`config.mk`:
```
export PLATFORM = sky130hd
export DESIGN_NAME = scoped_l1_ctrl
export DESIGN_NICKNAME = d
export VERILOG_FILES = /design/src/rtl/scl1_pkg.sv /design/src/rtl/scl1_line_store.sv /design/src/rtl/scl1_flush_walker.sv /design/src/rtl/scoped_l1_ctrl.sv
export SDC_FILE = /design/constraint.sdc
export NUM_CORES = 1
export LEC_CHECK = 0
export BUFFER_PORTS_ARGS = -buffer_cell sky130_fd_sc_hd__buf_2
export CORE_UTILIZATION = 55
export CTS_CLUSTER_SIZE = 30
export DETAILED_ROUTE_END_ITERATION = 8
export PLACE_DENSITY = 0.79
export RECOVER_POWER = 100
export SETUP_SLACK_MARGIN = 0.02
export SLEW_MARGIN = 25
export SYNTH_ARGS = -nofsm -noshare
export SYNTH_HDL_FRONTEND = slang
export SYNTH_SLANG_ARGS = --single-unit
```
`constraint.sdc`:
```
create_clock -name clk_i -period 4.9 [get_ports clk_i]
set_input_delay 0.245 -clock clk_i [delete_from_list [all_inputs] [get_ports clk_i]]
set_output_delay 0.245 -clock clk_i [all_outputs]
set_load 0.005 [all_outputs]
```
`src/rtl/scl1_pkg.sv`:
```
package scl1_pkg;
  typedef enum logic [2:0] {
    OP_LD      = 3'd0,
    OP_ST      = 3'd1,
    OP_LD_ACQ  = 3'd2,
    OP_ST_REL  = 3'd3,
    OP_RMW_ADD = 3'd4
  } op_e;

  typedef enum logic [1:0] {
    NL_RD  = 2'd0,
    NL_WR  = 2'd1,
    NL_ADD = 2'd2
  } nl_cmd_e;
endpackage

```
`src/rtl/scl1_line_store.sv`:
```
module scl1_line_store #(
  parameter int unsigned SETS = 8,
  parameter int unsigned IW   = 3,
  parameter int unsigned TW   = 5,
  parameter int unsigned DW   = 32
) (
  input  logic          clk_i,
  input  logic          rst_ni,
  input  logic [IW-1:0] rd_idx_i,
  output logic          rd_valid_o,
  output logic          rd_dirty_o,
  output logic [TW-1:0] rd_tag_o,
  output logic [DW-1:0] rd_data_o,
  input  logic          wr_en_i,
  input  logic [IW-1:0] wr_idx_i,
  input  logic [TW-1:0] wr_tag_i,
  input  logic [DW-1:0] wr_data_i,
  input  logic          wr_dirty_i,
  input  logic          clean_en_i,
  input  logic [IW-1:0] clean_idx_i,
  input  logic          inv_all_i,
  output logic          any_valid_o,
  output logic          any_dirty_o
);
  logic          valid_q [SETS];
  logic          dirty_q [SETS];
  logic [TW-1:0] tag_q   [SETS];
  logic [DW-1:0] data_q  [SETS];

  for (genvar g = 0; g < SETS; g++) begin : g_line
    always_ff @(posedge clk_i or negedge rst_ni) begin
      if (!rst_ni) begin
        valid_q[g] <= 1'b0;
        dirty_q[g] <= 1'b0;
        tag_q[g]   <= '0;
        data_q[g]  <= '0;
      end else if (inv_all_i) begin
        valid_q[g] <= 1'b0;
        dirty_q[g] <= 1'b0;
      end else if (wr_en_i && wr_idx_i == IW'(g)) begin
        valid_q[g] <= 1'b1;
        dirty_q[g] <= wr_dirty_i;
        tag_q[g]   <= wr_tag_i;
        data_q[g]  <= wr_data_i;
      end else if (clean_en_i && clean_idx_i == IW'(g)) begin
        dirty_q[g] <= 1'b0;
      end
    end
  end

  assign rd_valid_o = valid_q[rd_idx_i];
  assign rd_dirty_o = dirty_q[rd_idx_i];
  assign rd_tag_o   = tag_q[rd_idx_i];
  assign rd_data_o  = data_q[rd_idx_i];

  always_comb begin
    any_valid_o = 1'b0;
    any_dirty_o = 1'b0;
    for (int i = 0; i < SETS; i++) begin
      any_valid_o = any_valid_o | valid_q[i];
      any_dirty_o = any_dirty_o | (valid_q[i] & dirty_q[i]);
    end
  end

  // nothing valid right after reset
  a_r1_empty_after_reset: assert property (@(posedge clk_i)
    $rose(rst_ni) |-> !any_valid_o);
endmodule

```
`src/rtl/scl1_flush_walker.sv`:
```
module scl1_flush_walker #(
  parameter int unsigned SETS = 8,
  parameter int unsigned IW   = 3,
  parameter int unsigned TW   = 5,
  parameter int unsigned AW   = 8,
  parameter int unsigned DW   = 32
) (
  input  logic          clk_i,
  input  logic          rst_ni,
  input  logic          start_i,
  output logic          busy_o,
  output logic          done_o,
  output logic [IW-1:0] idx_o,
  input  logic          line_valid_i,
  input  logic          line_dirty_i,
  input  logic [TW-1:0] line_tag_i,
  input  logic [DW-1:0] line_data_i,
  output logic          wb_valid_o,
  input  logic          wb_ready_i,
  output logic [AW-1:0] wb_addr_o,
  output logic [DW-1:0] wb_data_o,
  input  logic          wb_ack_i,
  output logic          clean_o
);
  typedef enum logic [1:0] {W_IDLE, W_SCAN, W_REQ, W_WAIT} wstate_e;
  localparam logic [IW-1:0] LAST = IW'(SETS - 1);

  wstate_e       st_q, st_d;
  logic [IW-1:0] idx_q, idx_d;
  logic          is_last;

  assign is_last = (idx_q == LAST);

  always_comb begin
    st_d    = st_q;
    idx_d   = idx_q;
    done_o  = 1'b0;
    clean_o = 1'b0;
    unique case (st_q)
      W_IDLE: if (start_i) begin
        st_d  = W_SCAN;
        idx_d = '0;
      end
      W_SCAN: begin
        if (line_valid_i && line_dirty_i) st_d = W_REQ;
        else if (is_last) begin
          done_o = 1'b1;
          st_d   = W_IDLE;
        end else idx_d = idx_q + 1'b1;
      end
      W_REQ: if (wb_ready_i) st_d = W_WAIT;
      W_WAIT: if (wb_ack_i) begin
        clean_o = 1'b1;
        if (is_last) begin
          done_o = 1'b1;
          st_d   = W_IDLE;
        end else begin
          idx_d = idx_q + 1'b1;
          st_d  = W_SCAN;
        end
      end
      default: st_d = W_IDLE;
    endcase
  end

  always_ff @(posedge clk_i or negedge rst_ni) begin
    if (!rst_ni) begin
      st_q  <= W_IDLE;
      idx_q <= '0;
    end else begin
      st_q  <= st_d;
      idx_q <= idx_d;
    end
  end

  assign busy_o     = (st_q != W_IDLE);
  assign idx_o      = idx_q;
  assign wb_valid_o = (st_q == W_REQ);
  assign wb_addr_o  = {line_tag_i, idx_q};
  assign wb_data_o  = line_data_i;

  // writeback request held until taken
  a_r10_wb_hold: assert property (@(posedge clk_i) disable iff (!rst_ni)
    wb_valid_o && !wb_ready_i |=> wb_valid_o && $stable(wb_addr_o) && $stable(wb_data_o));
  // a walk never restarts while running
  a_r6_no_restart: assert property (@(posedge clk_i) disable iff (!rst_ni)
    busy_o |-> !start_i);
endmodule

```
`src/rtl/scoped_l1_ctrl.sv`:
```
module scoped_l1_ctrl #(
  parameter int unsigned SETS = 8,
  parameter int unsigned AW   = 8,
  parameter int unsigned DW   = 32
) (
  input  logic          clk_i,
  input  logic          rst_ni,
  input  logic          req_valid_i,
  output logic          req_ready_o,
  input  logic [2:0]    req_op_i,
  input  logic          req_scope_i,
  input  logic [AW-1:0] req_addr_i,
  input  logic [DW-1:0] req_wdata_i,
  output logic          rsp_valid_o,
  output logic [DW-1:0] rsp_data_o,
  output logic          nl_req_valid_o,
  input  logic          nl_req_ready_i,
  output logic [1:0]    nl_req_cmd_o,
  output logic [AW-1:0] nl_req_addr_o,
  output logic [DW-1:0] nl_req_wdata_o,
  input  logic          nl_rsp_valid_i,
  input  logic [DW-1:0] nl_rsp_data_i
);
  import scl1_pkg::*;

  localparam int unsigned IW = (SETS > 1) ? $clog2(SETS) : 1;
  localparam int unsigned TW = AW - IW;

  typedef enum logic [3:0] {
    S_IDLE, S_LOCAL, S_WB_REQ, S_WB_WAIT, S_FILL_REQ, S_FILL_WAIT,
    S_FLUSH, S_NL_REQ, S_NL_WAIT, S_INV, S_RESP
  } state_e;

  state_e        st_q, st_d;
  op_e           op_q, req_op;
  logic          agent_q;
  logic [AW-1:0] addr_q;
  logic [DW-1:0] wdata_q, rdata_q, rdata_d;
  logic [IW-1:0] idx_q;
  logic [TW-1:0] tag_q;

  logic          rd_valid, rd_dirty, any_valid, any_dirty;
  logic [TW-1:0] rd_tag;
  logic [DW-1:0] rd_data;
  logic [IW-1:0] rd_idx;
  logic          wr_en, wr_dirty, clean_top, inv_all;
  logic [TW-1:0] wr_tag;
  logic [DW-1:0] wr_data;

  logic          walk_start, walk_busy, walk_done, walk_clean;
  logic [IW-1:0] walk_idx;
  logic          wb_valid;
  logic [AW-1:0] wb_addr;
  logic [DW-1:0] wb_data;

  logic          accept, sync_op, hit, is_write;
  nl_cmd_e       cmd;

  assign req_op  = op_e'(req_op_i);
  assign accept  = req_valid_i && req_ready_o;
  assign sync_op = (req_op == OP_LD_ACQ) || (req_op == OP_ST_REL) || (req_op == OP_RMW_ADD);
  assign idx_q   = addr_q[IW-1:0];
  assign tag_q   = addr_q[AW-1:IW];
  assign hit     = rd_valid && (rd_tag == tag_q);
  assign is_write = (op_q == OP_ST) || (op_q == OP_ST_REL);
  assign rd_idx  = walk_busy ? walk_idx : idx_q;
  assign walk_start = accept && req_scope_i && sync_op && (req_op != OP_LD_ACQ);

  scl1_line_store #(.SETS(SETS), .IW(IW), .TW(TW), .DW(DW)) u_store (
    .clk_i, .rst_ni,
    .rd_idx_i(rd_idx), .rd_valid_o(rd_valid), .rd_dirty_o(rd_dirty),
    .rd_tag_o(rd_tag), .rd_data_o(rd_data),
    .wr_en_i(wr_en), .wr_idx_i(idx_q), .wr_tag_i(wr_tag), .wr_data_i(wr_data),
    .wr_dirty_i(wr_dirty),
    .clean_en_i(walk_clean | clean_top), .clean_idx_i(rd_idx),
    .inv_all_i(inv_all), .any_valid_o(any_valid), .any_dirty_o(any_dirty)
  );

  scl1_flush_walker #(.SETS(SETS), .IW(IW), .TW(TW), .AW(AW), .DW(DW)) u_walk (
    .clk_i, .rst_ni,
    .start_i(walk_start), .busy_o(walk_busy), .done_o(walk_done), .idx_o(walk_idx),
    .line_valid_i(rd_valid), .line_dirty_i(rd_dirty), .line_tag_i(rd_tag),
    .line_data_i(rd_data),
    .wb_valid_o(wb_valid), .wb_ready_i(nl_req_ready_i), .wb_addr_o(wb_addr),
    .wb_data_o(wb_data), .wb_ack_i(nl_rsp_valid_i), .clean_o(walk_clean)
  );

  // main sequencer
  always_comb begin
    st_d      = st_q;
    rdata_d   = rdata_q;
    wr_en     = 1'b0;
    wr_dirty  = 1'b0;
    wr_tag    = tag_q;
    wr_data   = wdata_q;
    clean_top = 1'b0;
    inv_all   = 1'b0;
    unique case (st_q)
      S_IDLE: if (accept) begin
        if (req_scope_i && sync_op)
          st_d = (req_op == OP_LD_ACQ) ? S_NL_REQ : S_FLUSH;
        else
          st_d = S_LOCAL;
      end
      S_LOCAL: begin
        if (hit || (is_write && !(rd_valid && rd_dirty))) begin
          st_d = S_RESP;
          if (is_write) begin
            wr_en    = 1'b1;
            wr_dirty = 1'b1;
            rdata_d  = '0;
          end else if (op_q == OP_RMW_ADD) begin
            wr_en    = 1'b1;
            wr_dirty = 1'b1;
            wr_data  = rd_data + wdata_q;
            rdata_d  = rd_data;
          end else begin
            rdata_d = rd_data;
          end
        end else if (rd_valid && rd_dirty) st_d = S_WB_REQ;
        else st_d = S_FILL_REQ;
      end
      S_WB_REQ:  if (nl_req_ready_i) st_d = S_WB_WAIT;
      S_WB_WAIT: if (nl_rsp_valid_i) begin
        clean_top = 1'b1;
        st_d      = S_LOCAL;
      end
      S_FILL_REQ:  if (nl_req_ready_i) st_d = S_FILL_WAIT;
      S_FILL_WAIT: if (nl_rsp_valid_i) begin
        wr_en   = 1'b1;
        wr_data = nl_rsp_data_i;
        st_d    = S_LOCAL;
      end
      S_FLUSH:  if (walk_done) st_d = S_NL_REQ;
      S_NL_REQ: if (nl_req_ready_i) st_d = S_NL_WAIT;
      S_NL_WAIT: if (nl_rsp_valid_i) begin
        if (op_q == OP_ST_REL) begin
          rdata_d = '0;
          wr_en   = hit;  // keep a clean copy coherent with the shared level
          st_d    = S_RESP;
        end else begin
          rdata_d = nl_rsp_data_i;
          st_d    = S_INV;
        end
      end
      S_INV: begin
        inv_all = 1'b1;
        st_d    = S_RESP;
      end
      S_RESP:  st_d = S_IDLE;
      default: st_d = S_IDLE;
    endcase
  end

  always_ff @(posedge clk_i or negedge rst_ni) begin
    if (!rst_ni) begin
      st_q    <= S_IDLE;
      op_q    <= OP_LD;
      agent_q <= 1'b0;
      addr_q  <= '0;
      wdata_q <= '0;
      rdata_q <= '0;
    end else begin
      st_q    <= st_d;
      rdata_q <= rdata_d;
      if (accept) begin
        op_q    <= req_op;
        agent_q <= req_scope_i && sync_op;
        addr_q  <= req_addr_i;
        wdata_q <= req_wdata_i;
      end
    end
  end

  // next-level port mux
  always_comb begin
    nl_req_valid_o = 1'b0;
    cmd            = NL_RD;
    nl_req_addr_o  = addr_q;
    nl_req_wdata_o = wdata_q;
    if (wb_valid) begin
      nl_req_valid_o = 1'b1;
      cmd            = NL_WR;
      nl_req_addr_o  = wb_addr;
      nl_req_wdata_o = wb_data;
    end else begin
      unique case (st_q)
        S_WB_REQ: begin
          nl_req_valid_o = 1'b1;
          cmd            = NL_WR;
          nl_req_addr_o  = {rd_tag, idx_q};
          nl_req_wdata_o = rd_data;
        end
        S_FILL_REQ: nl_req_valid_o = 1'b1;
        S_NL_REQ: begin
          nl_req_valid_o = 1'b1;
          unique case (op_q)
            OP_ST_REL:  cmd = NL_WR;
            OP_RMW_ADD: cmd = NL_ADD;
            default:    cmd = NL_RD;
          endcase
        end
        default: ;
      endcase
    end
  end

  assign nl_req_cmd_o = cmd;
  assign req_ready_o  = (st_q == S_IDLE);
  assign rsp_valid_o  = (st_q == S_RESP);
  assign rsp_data_o   = rdata_q;

  // core stalled during a bulk walk
  a_r9_stall_on_walk: assert property (@(posedge clk_i) disable iff (!rst_ni)
    walk_busy |-> !req_ready_o);
  // single-cycle response
  a_r9_rsp_pulse: assert property (@(posedge clk_i) disable iff (!rst_ni)
    rsp_valid_o |=> !rsp_valid_o);
  // next-level request stable until accepted
  a_r10_nl_hold: assert property (@(posedge clk_i) disable iff (!rst_ni)
    nl_req_valid_o && !nl_req_ready_i |=> nl_req_valid_o && $stable(nl_req_cmd_o)
      && $stable(nl_req_addr_o) && $stable(nl_req_wdata_o));
  // release store leaves only after every dirty line is written back
  a_r6_clean_before_rel: assert property (@(posedge clk_i) disable iff (!rst_ni)
    (st_q == S_NL_REQ) && agent_q && (op_q == OP_ST_REL) |-> !any_dirty);
  // bulk invalidate empties the cache in one cycle
  a_r7_inv_empty: assert property (@(posedge clk_i) disable iff (!rst_ni)
    (st_q == S_INV) |=> !any_valid);
  // work-group ops never trigger a walk or invalidate
  a_r5_wg_local: assert property (@(posedge clk_i) disable iff (!rst_ni)
    (st_q == S_LOCAL) |-> !walk_busy && !inv_all);
endmodule

```
# Yosys cells after proc, flatten, opt, wreduce, memory -nomap -nowiden
# Cells that the tools add are included.
[word_totals] register_bits=396 in_bits=81 out_inout_bits=77 elab_cells=272
[op_classes] n_addsub=2 magnitude_cmp=1 n_eq_ne=49 mux=112 bitwise_logic=3 reduce_logical=66
[op_table] operator="$mux 32" n=12
[op_table] operator="$pmux 32 s2" n=2
[op_table] operator="$bmux 32 s3" n=1
[op_table] operator="$mux 1" n=61
[op_table] operator="$pmux 4 s9" n=1
[op_table] operator="$eq 3x3->1 const B" n=11
[op_table] operator="$add 32x32->32" n=1
[op_table] operator="$mux 4" n=8
[op_table] operator="$reduce_bool 3->1" n=9
[op_table] operator="$logic_and 1x1->1" n=24
[op_table] operator="$eq 3x2->1 const B" n=7
[op_table] operator="$mux 3" n=7
[op_table] operator="$reduce_bool 2->1" n=10
[op_table] operator="$eq 4x3->1 const B" n=4
[op_table] operator="$mux 8" n=2
[op_table] operator="$ne 2x2->1 const B" n=8
[op_table] operator="$reduce_and 2->1" n=8
[op_table] operator="$bmux 5 s3" n=1
[op_table] operator="$mux 2" n=7
[op_table] operator="$eq 4x4->1 const B" n=3
[op_table] operator="$mux 5" n=2
[op_table] operator="$eq 3x1->1 const B" n=3
[op_table] operator="$pmux 3 s3" n=1
[op_table] operator="$eq 4x2->1 const B" n=2
[op_table] operator="other kinds (26)" n=38

# Logic depth before layout (Yosys ltp)
# Gate-level depths: netlist of run 1.
[depth] word_depth=15 mapped_depth=21 ltp_nobuf=17

# Hierarchy
# A second synthesis of run 1 with hierarchy kept.
[hier_totals] cells_unflattened=1704 area_unflattened_um2=21560.7
[modules_own_cells] mod="scl1_line_store" n_inst=1 cells_each=857 area_per_inst_um2=14347.5 seq_area_each_um2=7807.5
[modules_own_cells] mod="scoped_l1_ctrl" n_inst=1 cells_each=777 area_per_inst_um2=6585.1 seq_area_each_um2=1976.9
[modules_own_cells] mod="scl1_flush_walker" n_inst=1 cells_each=70 area_per_inst_um2=628.1 seq_area_each_um2=125.1

# Worst setup path before layout of run 1
# Ideal clock, no wire load.
[synth_timing] path_type="reg2reg" startpoint="register u_walk.st_q[0]" endpoint="register u_store.data_q[124] (netlist name)" setup_ps=128 arrival_time_ps=4892 required_time_ps=4772 path_slack_ps=-119 stages_incl_launch_ff=21 path_buffers=3 period_less_slack_ps=5019 cell_sequence="dfrtp_1 -> nor2_8 -> mux2_4 -> buf_6 -> clkbuf_1 -> clkbuf_1 -> o22ai_1 -> or3_1 -> o31ai_1 -> ha_1 -> fa_1 -> nand3_1 -> a2111oi_0 -> o211a_1 -> a21oi_1 -> o31ai_1 -> a41oi_1 -> mux2i_1 -> nand2_1 -> a221o_1 -> mux2_1"
[synth_via] elab_chain_cells=14 elab_cells_between_ends=32 classes_between="add/sub (1); eq/ne (1); mux (21); bitwise (1); reduce/logical (8)"
[synth_lines] element="start: declaration" line="scl1_flush_walker.sv:28" text="wstate_e st_q, st_d;"
[synth_lines] element="start signal: assignment" line="scl1_flush_walker.sv:71" text="st_q <= st_d;"
[synth_lines] element="$reduce_bool 2->1 (*)" line="scl1_flush_walker.sv:76" text="assign busy_o = (st_q != W_IDLE);"
[synth_lines] element="$mux 3 (*)" line="scoped_l1_ctrl.sv:66" text="assign rd_idx = walk_busy ? walk_idx : idx_q;"
[synth_lines] element="$not 3->4 (implied by the code) (*)"
[synth_lines] element="branches (longest 11 deep; another with $add 32x32->32)"
[synth_lines] element="end signal: indexed assignment" line="scl1_line_store.sv:44" text="data_q[g] <= wr_data_i;"
[synth_lines] element="end: declaration" line="scl1_line_store.sv:28" text="logic [DW-1:0] data_q [SETS];"
# Mark *: on every way between the ends. The select of a mux whose other input is x is not followed.
# A chain may end at the register's enable or synchronous reset.

# Worst setup path in the final report of run 1
[layout_timing] startpoint="register addr_q[0]" endpoint="register u_store.data_q[122] (netlist name)"
[layout_via] elab_chain_cells=13 elab_cells_between_ends=32 classes_between="add/sub (1); eq/ne (2); mux (21); bitwise (1); reduce/logical (7)"
[layout_lines] element="start: declaration" line="scoped_l1_ctrl.sv:37" text="logic [AW-1:0] addr_q;"
[layout_lines] element="start signal: assignment" line="scoped_l1_ctrl.sv:169" text="addr_q <= req_addr_i;"
[layout_lines] element="branches (longest 13 deep; another with $add 32x32->32)"
# Parallel ways; which one is timed is not known. The select of a mux whose other input is x is not followed.

==> impl_summary.log, run 1 <==
INFO  metric outcome = finished with violations
INFO  metric failed_checks = max-capacitance violations, max-slew violations
INFO  metric required_time_worst_endpoint = between 5 and 6 ns
INFO  metric startpoint_type_of_the_worst_setup_path = flop
INFO  metric crit_path_max_fanout = 8
INFO  metric finalNetCount = roughly 2,200
INFO  metric timing.final.crit_share = a little over nine tenths
INFO  metric crit_path_frequent_cell = sky130_fd_sc_hd__buf_4
INFO  metric post_route_cells_drive_above_1_share = 28.4%
INFO  metric n_fill_cell = roughly 2,500
INFO  metric achievable-frequency = 207 MHz
INFO  metric synthesis.instances = around 1,800
INFO  metric drc = 0
INFO  metric avgSynthCellArea = ~11 sq um
INFO  metric fin_skew = about 0.016 ns
INFO  metric flow.area_growth_from_synthesis = 19.5%
INFO  metric detail_route.wirelength = 60,500 um
INFO  metric ys_async_sr_fraction = 100%
INFO  metric timing.final.crit_period = 4.84 ns
INFO  metric final_report_max_slew_violation_count = around 150
INFO  metric synth.yosys.seq_area_share = roughly half
INFO  metric portBuffers = about 160
INFO  metric cp_slowest_stage_delay = approximately 0.45 ns
INFO  metric avgRoutedWirePerCell = 23.9 um
INFO  metric clock_tree_from_tritoncts = built
INFO  metric synth_ff_type = sky130_fd_sc_hd__dfrtp_1
INFO  metric place.detailed.hpwl = approximately 38,000 um
INFO  metric grtUsageTotal = between 30% and 40%
INFO  metric clock_sinks = 396
INFO  metric synth_area = ~20,000 sq um
INFO  metric grt_start_max_net_pins = 119
INFO  metric floorplan.die_area = approximately 38,000 sq um
INFO  metric grt_first_pass_wirelength = just over 90,000 um
INFO  metric finalSetupViolCount = 0
INFO  metric worstHoldPathType = in2reg
INFO  metric routabilityCongestion = ~1.0
INFO  metric vias_in_the_first_global_route = 16,689
INFO  metric critical_path.endpoint_type = flop
INFO  metric cts.root.buffer_cell = sky130_fd_sc_hd__clkbuf_16
INFO  metric yosysWarningCount = 0
INFO  metric remaining_global_route_overflow = 0
INFO  metric antenna_found_initial = 0
INFO  metric path_clk_slew = ~0.06 ns
INFO  metric slowest_stage = sky130_fd_sc_hd__a221o_2
INFO  metric fin_area = around 24,000 sq um
INFO  metric route.antenna.remaining_nets = 0
INFO  metric floorplan.initialDensity = around 56%
INFO  metric postSynthNetCount = ~1,900
INFO  metric fp.dieW = 194 um
INFO  metric ioPinCount = 158
INFO  metric floorplan.die.height = between 150 and 200 um
INFO  metric timing_worst_setup_path_type = reg2reg
INFO  metric core-area = about 36,000 sq um
INFO  metric final.setup.tns = 0 ns
INFO  metric vias = 16,768
INFO  metric grt_setup_unrepaired = true
INFO  metric detailed_place.area = 22,100 sq um
INFO  metric critPathArrivalTime = 5.28 ns
INFO  metric first_pass_iters = 5
INFO  metric rows = 69
INFO  metric max-cap-violations = 2
INFO  metric postLayoutCoreUtil = 67.4%
INFO  metric drt_iter0_drc = 1,753
INFO  metric max-slew-margin-rel = -98.8%
INFO  metric cts-buffers-inserted = 41
INFO  metric post_synth_num_cell_types = 76
INFO  metric synth_edf_count = 0
INFO  metric finalHoldViolCount = 0
INFO  metric critical_path.cell_chain = nor2_1, o31ai_4, buf_4, buf_4, o22ai_1, or3_1, o31ai_2, ha_2, fa_1, nand3_1, a2111oi_2, buf_4, o211a_1, a21oi_2, o31ai_2, buf_4, a21o_1, a21oi_1, xnor2_1, a221o_2, mux2_1
INFO  metric cts-root-to-sink-buffers = 3
INFO  metric worstSkewPairLatency = approximately 0.56 ns
INFO  metric vias_per_cell = 6.63
INFO  metric number_of_synthesized_register_bits = approximately 400
INFO  metric worst-slew-pin-transition = approximately 3 ns
INFO  metric clock_tree.htree_level_count = 2
final timing paths:
| check | to | slack [ns] | depth (start not counted) | start |
|---|---|---|---|---|
| worst max-delay path | u_store.data_q[122]$_DFFE_PN0P_ | 0.06 | 21 | addr_q[0]$_DFFE_PN0P_ |
| worst min-delay path | flop | 0.03 | 2 | nl_rsp_valid_i |
| worst max register to register | u_store.data_q[122]$_DFFE_PN0P_ | 0.06 | 21 | addr_q[0]$_DFFE_PN0P_ |
| worst min register to register | u_store.data_q[69]$_DFFE_PN0P_ | 0.48 | 2 | u_store.data_q[69]$_DFFE_PN0P_ |
| max in group asynchronous | u_store.data_q[78]$_DFFE_PN0P_ | 1.03 | 3 | rst_ni |
| min in group asynchronous | u_store.tag_q[26]$_DFFE_PN0P_ | 1.16 | 2 | rst_ni |
logic make-up after synthesis:
logic type | share of synthesized area (%)
buffers and inverters | 3.39
XOR/XNOR | 1.17
AND/OR/NAND/NOR | 8.22
AO/OA/AOI/OAI | 17.8
flip-flops | 48.9
multiplexers | 17.9
adder cells (fa/ha/maj) | 2.57
what timing repair did:
action,4_1_cts,5_1_grt
gates cloned,0,2
pin swaps,1,8
setup buffers,3,15
hold buffers,44,0
endpoints found under the hold margin,150,0
endpoints found under the setup margin,49,106
gates resized for setup,11,27
area by class of cell:
type | instances | area [sq um] | share of cell area, %
inverters | 14 | 52.6 | 0.217
flip-flops and latches | 396 | 9910 | 41.0
repair buffers | 328 | 2410 | 9.97
diodes | 1 | 2.50 | 0.0103
clock inverters | 13 | 158 | 0.652
well taps | 461 | 577 | 2.38
multi-input cells | 1260 | 9860 | 40.8
clock buffers | 58 | 1210 | 5.00
through the flow:
step / hold WS [ns] / instances / setup slack [ns]
floorplan: -0.0506 / 1808 / 0.0244
detailed placement: 0.396 / 2394 / -0.0885
global route: 0.0388 / 2530 / -0.0676
CTS: 0.000971 / 2512 / 0.0293
global placement: 0.372 / 2394 / -0.00502
finish: 0.0291 / 2531 / 0.0595
cells in the final DEF (no fill, tap or decap), types with 21 or more instances in the layout:
master	count
sky130_fd_sc_hd__mux2_1	104
sky130_fd_sc_hd__buf_2	133
sky130_fd_sc_hd__nand2_1	85
sky130_fd_sc_hd__nor2_1	90
sky130_fd_sc_hd__o22ai_1	150
sky130_fd_sc_hd__nor3_1	27
sky130_fd_sc_hd__or3_1	38
sky130_fd_sc_hd__mux2_2	202
sky130_fd_sc_hd__a21oi_1	103
sky130_fd_sc_hd__a21o_1	21
sky130_fd_sc_hd__clkbuf_1	31
sky130_fd_sc_hd__o21ai_0	51
sky130_fd_sc_hd__buf_4	99
sky130_fd_sc_hd__dlygate4sd3_1	44
sky130_fd_sc_hd__ha_1	38
sky130_fd_sc_hd__dfrtp_1	392
sky130_fd_sc_hd__o31ai_1	23
sky130_fd_sc_hd__a22o_1	39
sky130_fd_sc_hd__clkbuf_16	43
cell usage after synthesis (all sizes together), types with 3 or more instances:
cell type / number / area share (%)
dfrtp: 396 / 49
mux2: 309 / 17
o22ai: 152 / 4.8
a21oi: 106 / 2.6
nor2: 93 / 1.8
nand2: 85 / 1.6
buf: 69 / 1.9
clkbuf: 69 / 1.3
o21ai: 66 / 1.6
ha: 40 / 2.5
a22o: 39 / 1.7
or3: 38 / 1.2
o31ai: 35 / 1.4
nor3: 28 / 0.69
a21o: 21 / 0.78
and2: 20 / 0.62
nand3: 19 / 0.49
a221o: 17 / 0.84
xnor2: 15 / 0.65
inv: 14 / 0.26
a22oi: 13 / 0.48
and3: 13 / 0.40
mux2i: 13 / 0.64
xor2: 12 / 0.52
nand2b: 11 / 0.34
a31oi: 9 / 0.28
nor2b: 8 / 0.25
nor4: 7 / 0.25
o21a: 7 / 0.26
nand4: 6 / 0.19
o311a: 6 / 0.30
o211a: 5 / 0.25
o211ai: 5 / 0.19
o32a: 5 / 0.25
a211o: 4 / 0.17
a222oi: 4 / 0.20
a311oi: 4 / 0.17
o311ai: 4 / 0.28
a2111oi: 3 / 0.22
a211oi: 3 / 0.14
a21boi: 3 / 0.11
a31o: 3 / 0.13
nor3b: 3 / 0.11
o21bai: 3 / 0.11
routing by layer:
| metal | GRT usage (%) | vias up | wire length, um |
|---|---|---|---|
| met4 | 12.0 | 0 | 2070 |
| li1 | - | 7280 | - |
| met5 | 0 | - | 0 |
| met1 | 42.1 | 8354 | 24800 |
| met2 | 49.0 | 967 | 27500 |
| met3 | 7.67 | 167 | 6060 |
flip-flops by register name, summed over array words and instances (netlist names), 4 cells and up, named ones only:
signal / flops
u_store.valid_q: 8
st_q: 4
addr_q: 8
u_store.dirty_q: 8
u_store.data_q: 256
u_store.tag_q: 40
wdata_q: 32
rsp_data_o: 32
critical path: cells and delay by family, from the launching register on:
kind	cells	cell delay (ns)
AND/OR/NAND/NOR	3	0.63
flip-flops	1	0.43
AO/OA/AOI/OAI	10	2.00
adder cells (fa/ha/maj)	2	0.52
buffers and inverters	4	0.66
XOR/XNOR	1	0.15
multiplexers	1	0.31
Power of run 1 is left out: the tool's default activity adds up to more than one toggle a clock period on the data nets, which glitch-free logic cannot reach.
==> run 2: changes to the inputs <==
- PLACE_DENSITY: 0.79 -> 0.87
==> run 2 against run 1 <==
  * The run ends with max-capacitance violations, max-slew violations, negative setup slack left
  * Fmax decreased by 2.1%
  * Sequential share of layout area decreased by 0.52 points
  * Global-route usage increased by 2.4 points
  * Largest cell class is now multi-input gates
==> impl_summary.log, run 2 (synthesized netlist as in run 1, its figures left out) <==
INFO  metric critical_path.endpoint_type = flop
INFO  metric setup_ws = -0.0431 ns (-0.103 ns)
INFO  metric remaining_global_route_overflow = 0 (unchanged)
INFO  metric clock_tree_from_tritoncts = built
INFO  metric antenna_found_initial = 0 (unchanged)
INFO  metric timing.final.crit_share = 101% (+2.1 points)
INFO  metric flow.area_growth_from_synthesis = 21.0%
INFO  metric floorplan.die.height = 194 um (unchanged)
INFO  metric global_route_met1_usage = 44.6% (+2.5 points)
INFO  metric required_time_worst_endpoint = 5.33 ns (about the same)
INFO  metric min_from = nl_rsp_valid_i
INFO  metric avgRoutedWirePerCell = 25.9 um (+8.6%)
INFO  metric grt_use_met3 = 6.78% (-0.89 points)
INFO  metric vias = 17,912 (+6.8%)
INFO  metric cts.root.buffer_cell = sky130_fd_sc_hd__clkbuf_16
INFO  metric path_clk_slew = 0.07 ns (about the same)
INFO  metric grtUsageTotal = 33.7% (+2.4 points)
INFO  metric clock_sinks = 396 (unchanged)
INFO  metric clock_tree.htree_level_count = 2 (unchanged)
INFO  metric cts-buffers-inserted = 41 (unchanged)
INFO  metric fin_area = 24,500 sq um (+1.3%)
INFO  metric detail_route.wirelength = 66,400 um (+9.8%)
INFO  metric max-cap-violations = 2 (unchanged)
INFO  metric max-slew-margin-rel = -87.2% (+12 points)
INFO  metric groute.layer.met2.usage = 53.1% (+4.2 points)
INFO  metric layout_common_cells = sky130_fd_sc_hd__dfrtp_1, sky130_fd_sc_hd__mux2_2, sky130_fd_sc_hd__o22ai_1
INFO  metric largest_register_ff_count = 256 (unchanged)
INFO  metric final_report_max_slew_violation_count = 160 (+10%)
INFO  metric ff2ff_setup_slack = -0.04 ns (-0.10 ns)
INFO  metric timing_worst_setup_path_type = reg2reg
INFO  metric critPathArrivalTime = 5.37 ns (+0.09 ns)
INFO  metric worstReg2RegEnd = u_store.data_q[124]$_DFFE_PN0P_
INFO  metric fp.dieW = 194 um (unchanged)
INFO  metric worstHoldPathType = in2reg
INFO  metric layout_top_registers = u_store.data_q x256, u_store.tag_q x40
INFO  metric ioPinCount = 158 (unchanged)
INFO  metric rows = 69 (unchanged)
INFO  metric mostFrequentLayoutCell = sky130_fd_sc_hd__dfrtp_1
INFO  metric vias_in_the_first_global_route = 17,916 (+7.4%)
INFO  metric core-area = 35,900 sq um (unchanged)
INFO  metric drc = 0 (unchanged)
INFO  metric timing.final.crit_period = 4.94 ns (+0.103 ns)
INFO  metric finalSetupViolCount = 9 (+9)
INFO  metric whs_path_depth = 2 (unchanged)
INFO  metric post_route_cells_drive_above_1_share = 29.6% (+1.1 points)
INFO  metric finalNetCount = 2,190 (+1.2%)
INFO  metric floorplan.initialDensity = 56.4% (unchanged)
INFO  metric rr_worst_depth = 18 (-14%)
INFO  metric worst-slew-pin-transition = 2.81 ns (-0.173 ns)
INFO  metric max_flop_register = u_store.data_q
INFO  metric achievable-frequency = 202 MHz (-2.1%)
INFO  metric cts-root-to-sink-buffers = 3 (unchanged)
INFO  metric globalRoute.busiestLayer = met2
INFO  metric vias_per_cell = 7.00 (+5.7%)
INFO  metric routabilityCongestion = 0.967 (-3.0%)
INFO  metric first_pass_iters = 7 (+2)
INFO  metric n_antenna_cell = 0 (-1)
INFO  metric portBuffers = 157 (unchanged)
INFO  metric crit_path_max_fanout = 10 (+2)
INFO  metric worstSkewPairLatency = 0.55 ns (about the same)
INFO  metric grt_start_max_net_pins = 116 (-2.5%)
INFO  metric place.detailed.hpwl = 38,500 um (+0.40%)
INFO  metric failed_checks = max-capacitance violations, max-slew violations, negative setup slack
INFO  metric detailed_place.area = 22,300 sq um (+0.94%)
INFO  metric route.antenna.remaining_nets = 0 (unchanged)
INFO  metric grt_first_pass_wirelength = 101,000 um (+8.4%)
INFO  metric grt_setup_unrepaired = true
INFO  metric floorplan.die_area = 37,600 sq um (unchanged)
INFO  metric drt_iter0_drc = 2,458 (+40%)
INFO  metric startpoint_type_of_the_worst_setup_path = flop
INFO  metric crit_start = addr_q[0]$_DFFE_PN0P_
INFO  metric outcome = finished with violations
INFO  metric finalHoldViolCount = 0 (unchanged)
INFO  metric fin_skew = 0.0225 ns (+0.00644 ns)
INFO  metric r2r-start = addr_q[0]$_DFFE_PN0P_
-- run 2: cell types whose count changed in the layout (fill, tap and decap cells not counted), moves of 4 or more --
cell                       delta
sky130_fd_sc_hd__buf_4       +29
sky130_fd_sc_hd__clkbuf_8     -7
sky130_fd_sc_hd__o31ai_1      +7
sky130_fd_sc_hd__o31ai_2      -7
sky130_fd_sc_hd__clkbuf_1     +4
-- run 2: per-layer routing --
layer	routed length, um	vias to the layer above
met5	0	-
met4	3650	0
met3	7790	374
met2	30500	1478
met1	24400	8741
li1	-	7319
-- run 2: how the worst max path moves through the flow --
stage                                            endpoint  slack, ns  cells after the start
final                     u_store.data_q[124]$_DFFE_PN0P_      -0.04                     18
after global routing      u_store.data_q[223]$_DFFE_PN0P_      -0.10                     23
after CTS                 u_store.data_q[223]$_DFFE_PN0P_       0.07                     21
after detailed placement   u_store.data_q[92]$_DFFE_PN0P_      -0.39                     16
after global placement    u_store.data_q[190]$_DFFE_PN0P_      -0.17                     16
after floorplan           u_store.data_q[124]$_DFFE_PN0P_       0.02                     19
-- run 2: what timing repair did --
action	in CTS	in global routing
resized for setup	13	31
endpoints found under the hold margin	148	0
endpoints found under the setup margin	94	87
pin swaps	1	9
buffers inserted	9	17
hold buffers	44	0
-- run 2: critical path, cell delays in order (launching register included) --
cell                        delay (ns)
sky130_fd_sc_hd__dfrtp_1          0.38
sky130_fd_sc_hd__buf_4            0.17
sky130_fd_sc_hd__nand2_1          0.14
sky130_fd_sc_hd__mux2_4           0.30
sky130_fd_sc_hd__o22ai_1          0.16
sky130_fd_sc_hd__o31ai_1          0.49
sky130_fd_sc_hd__ha_2             0.35
sky130_fd_sc_hd__fa_1             0.25
sky130_fd_sc_hd__nand3_2          0.14
sky130_fd_sc_hd__a2111oi_4        0.42
sky130_fd_sc_hd__o211a_1          0.28
sky130_fd_sc_hd__a21oi_2          0.12
sky130_fd_sc_hd__o31ai_2          0.22
sky130_fd_sc_hd__buf_4            0.19
sky130_fd_sc_hd__a41oi_4          0.14
sky130_fd_sc_hd__mux2i_1          0.22
sky130_fd_sc_hd__nand2_1          0.10
sky130_fd_sc_hd__a221o_2          0.43
sky130_fd_sc_hd__mux2_1           0.32
-- run 2: layout make-up --
class | count | area, sq um
clock buffer | 58 | 1140
clock inverter | 15 | 239
fill | 2261 | 11400
inverter | 14 | 52.6
multi-input combinational | 1260 | 9940
sequential | 396 | 9910
tap | 461 | 577
timing repair buffer | 355 | 2630
-- run 2: through the flow --
step,hold WS (ns),std cells,utilization [%],setup slack [ns],TNS (ns)
floorplan,-0.0506,1808,-,0.0244,0
CTS,0.0199,2541,67.5,0.0693,0
detailed placement,0.385,2415,62.0,-0.387,-14.12
finish,0.0243,2559,68.2,-0.0431,-0.151
global placement,0.365,2415,62.0,-0.173,-4.55
global route,0.0420,2559,68.2,-0.105,-0.902
Power of run 2 is left out for the same reason.
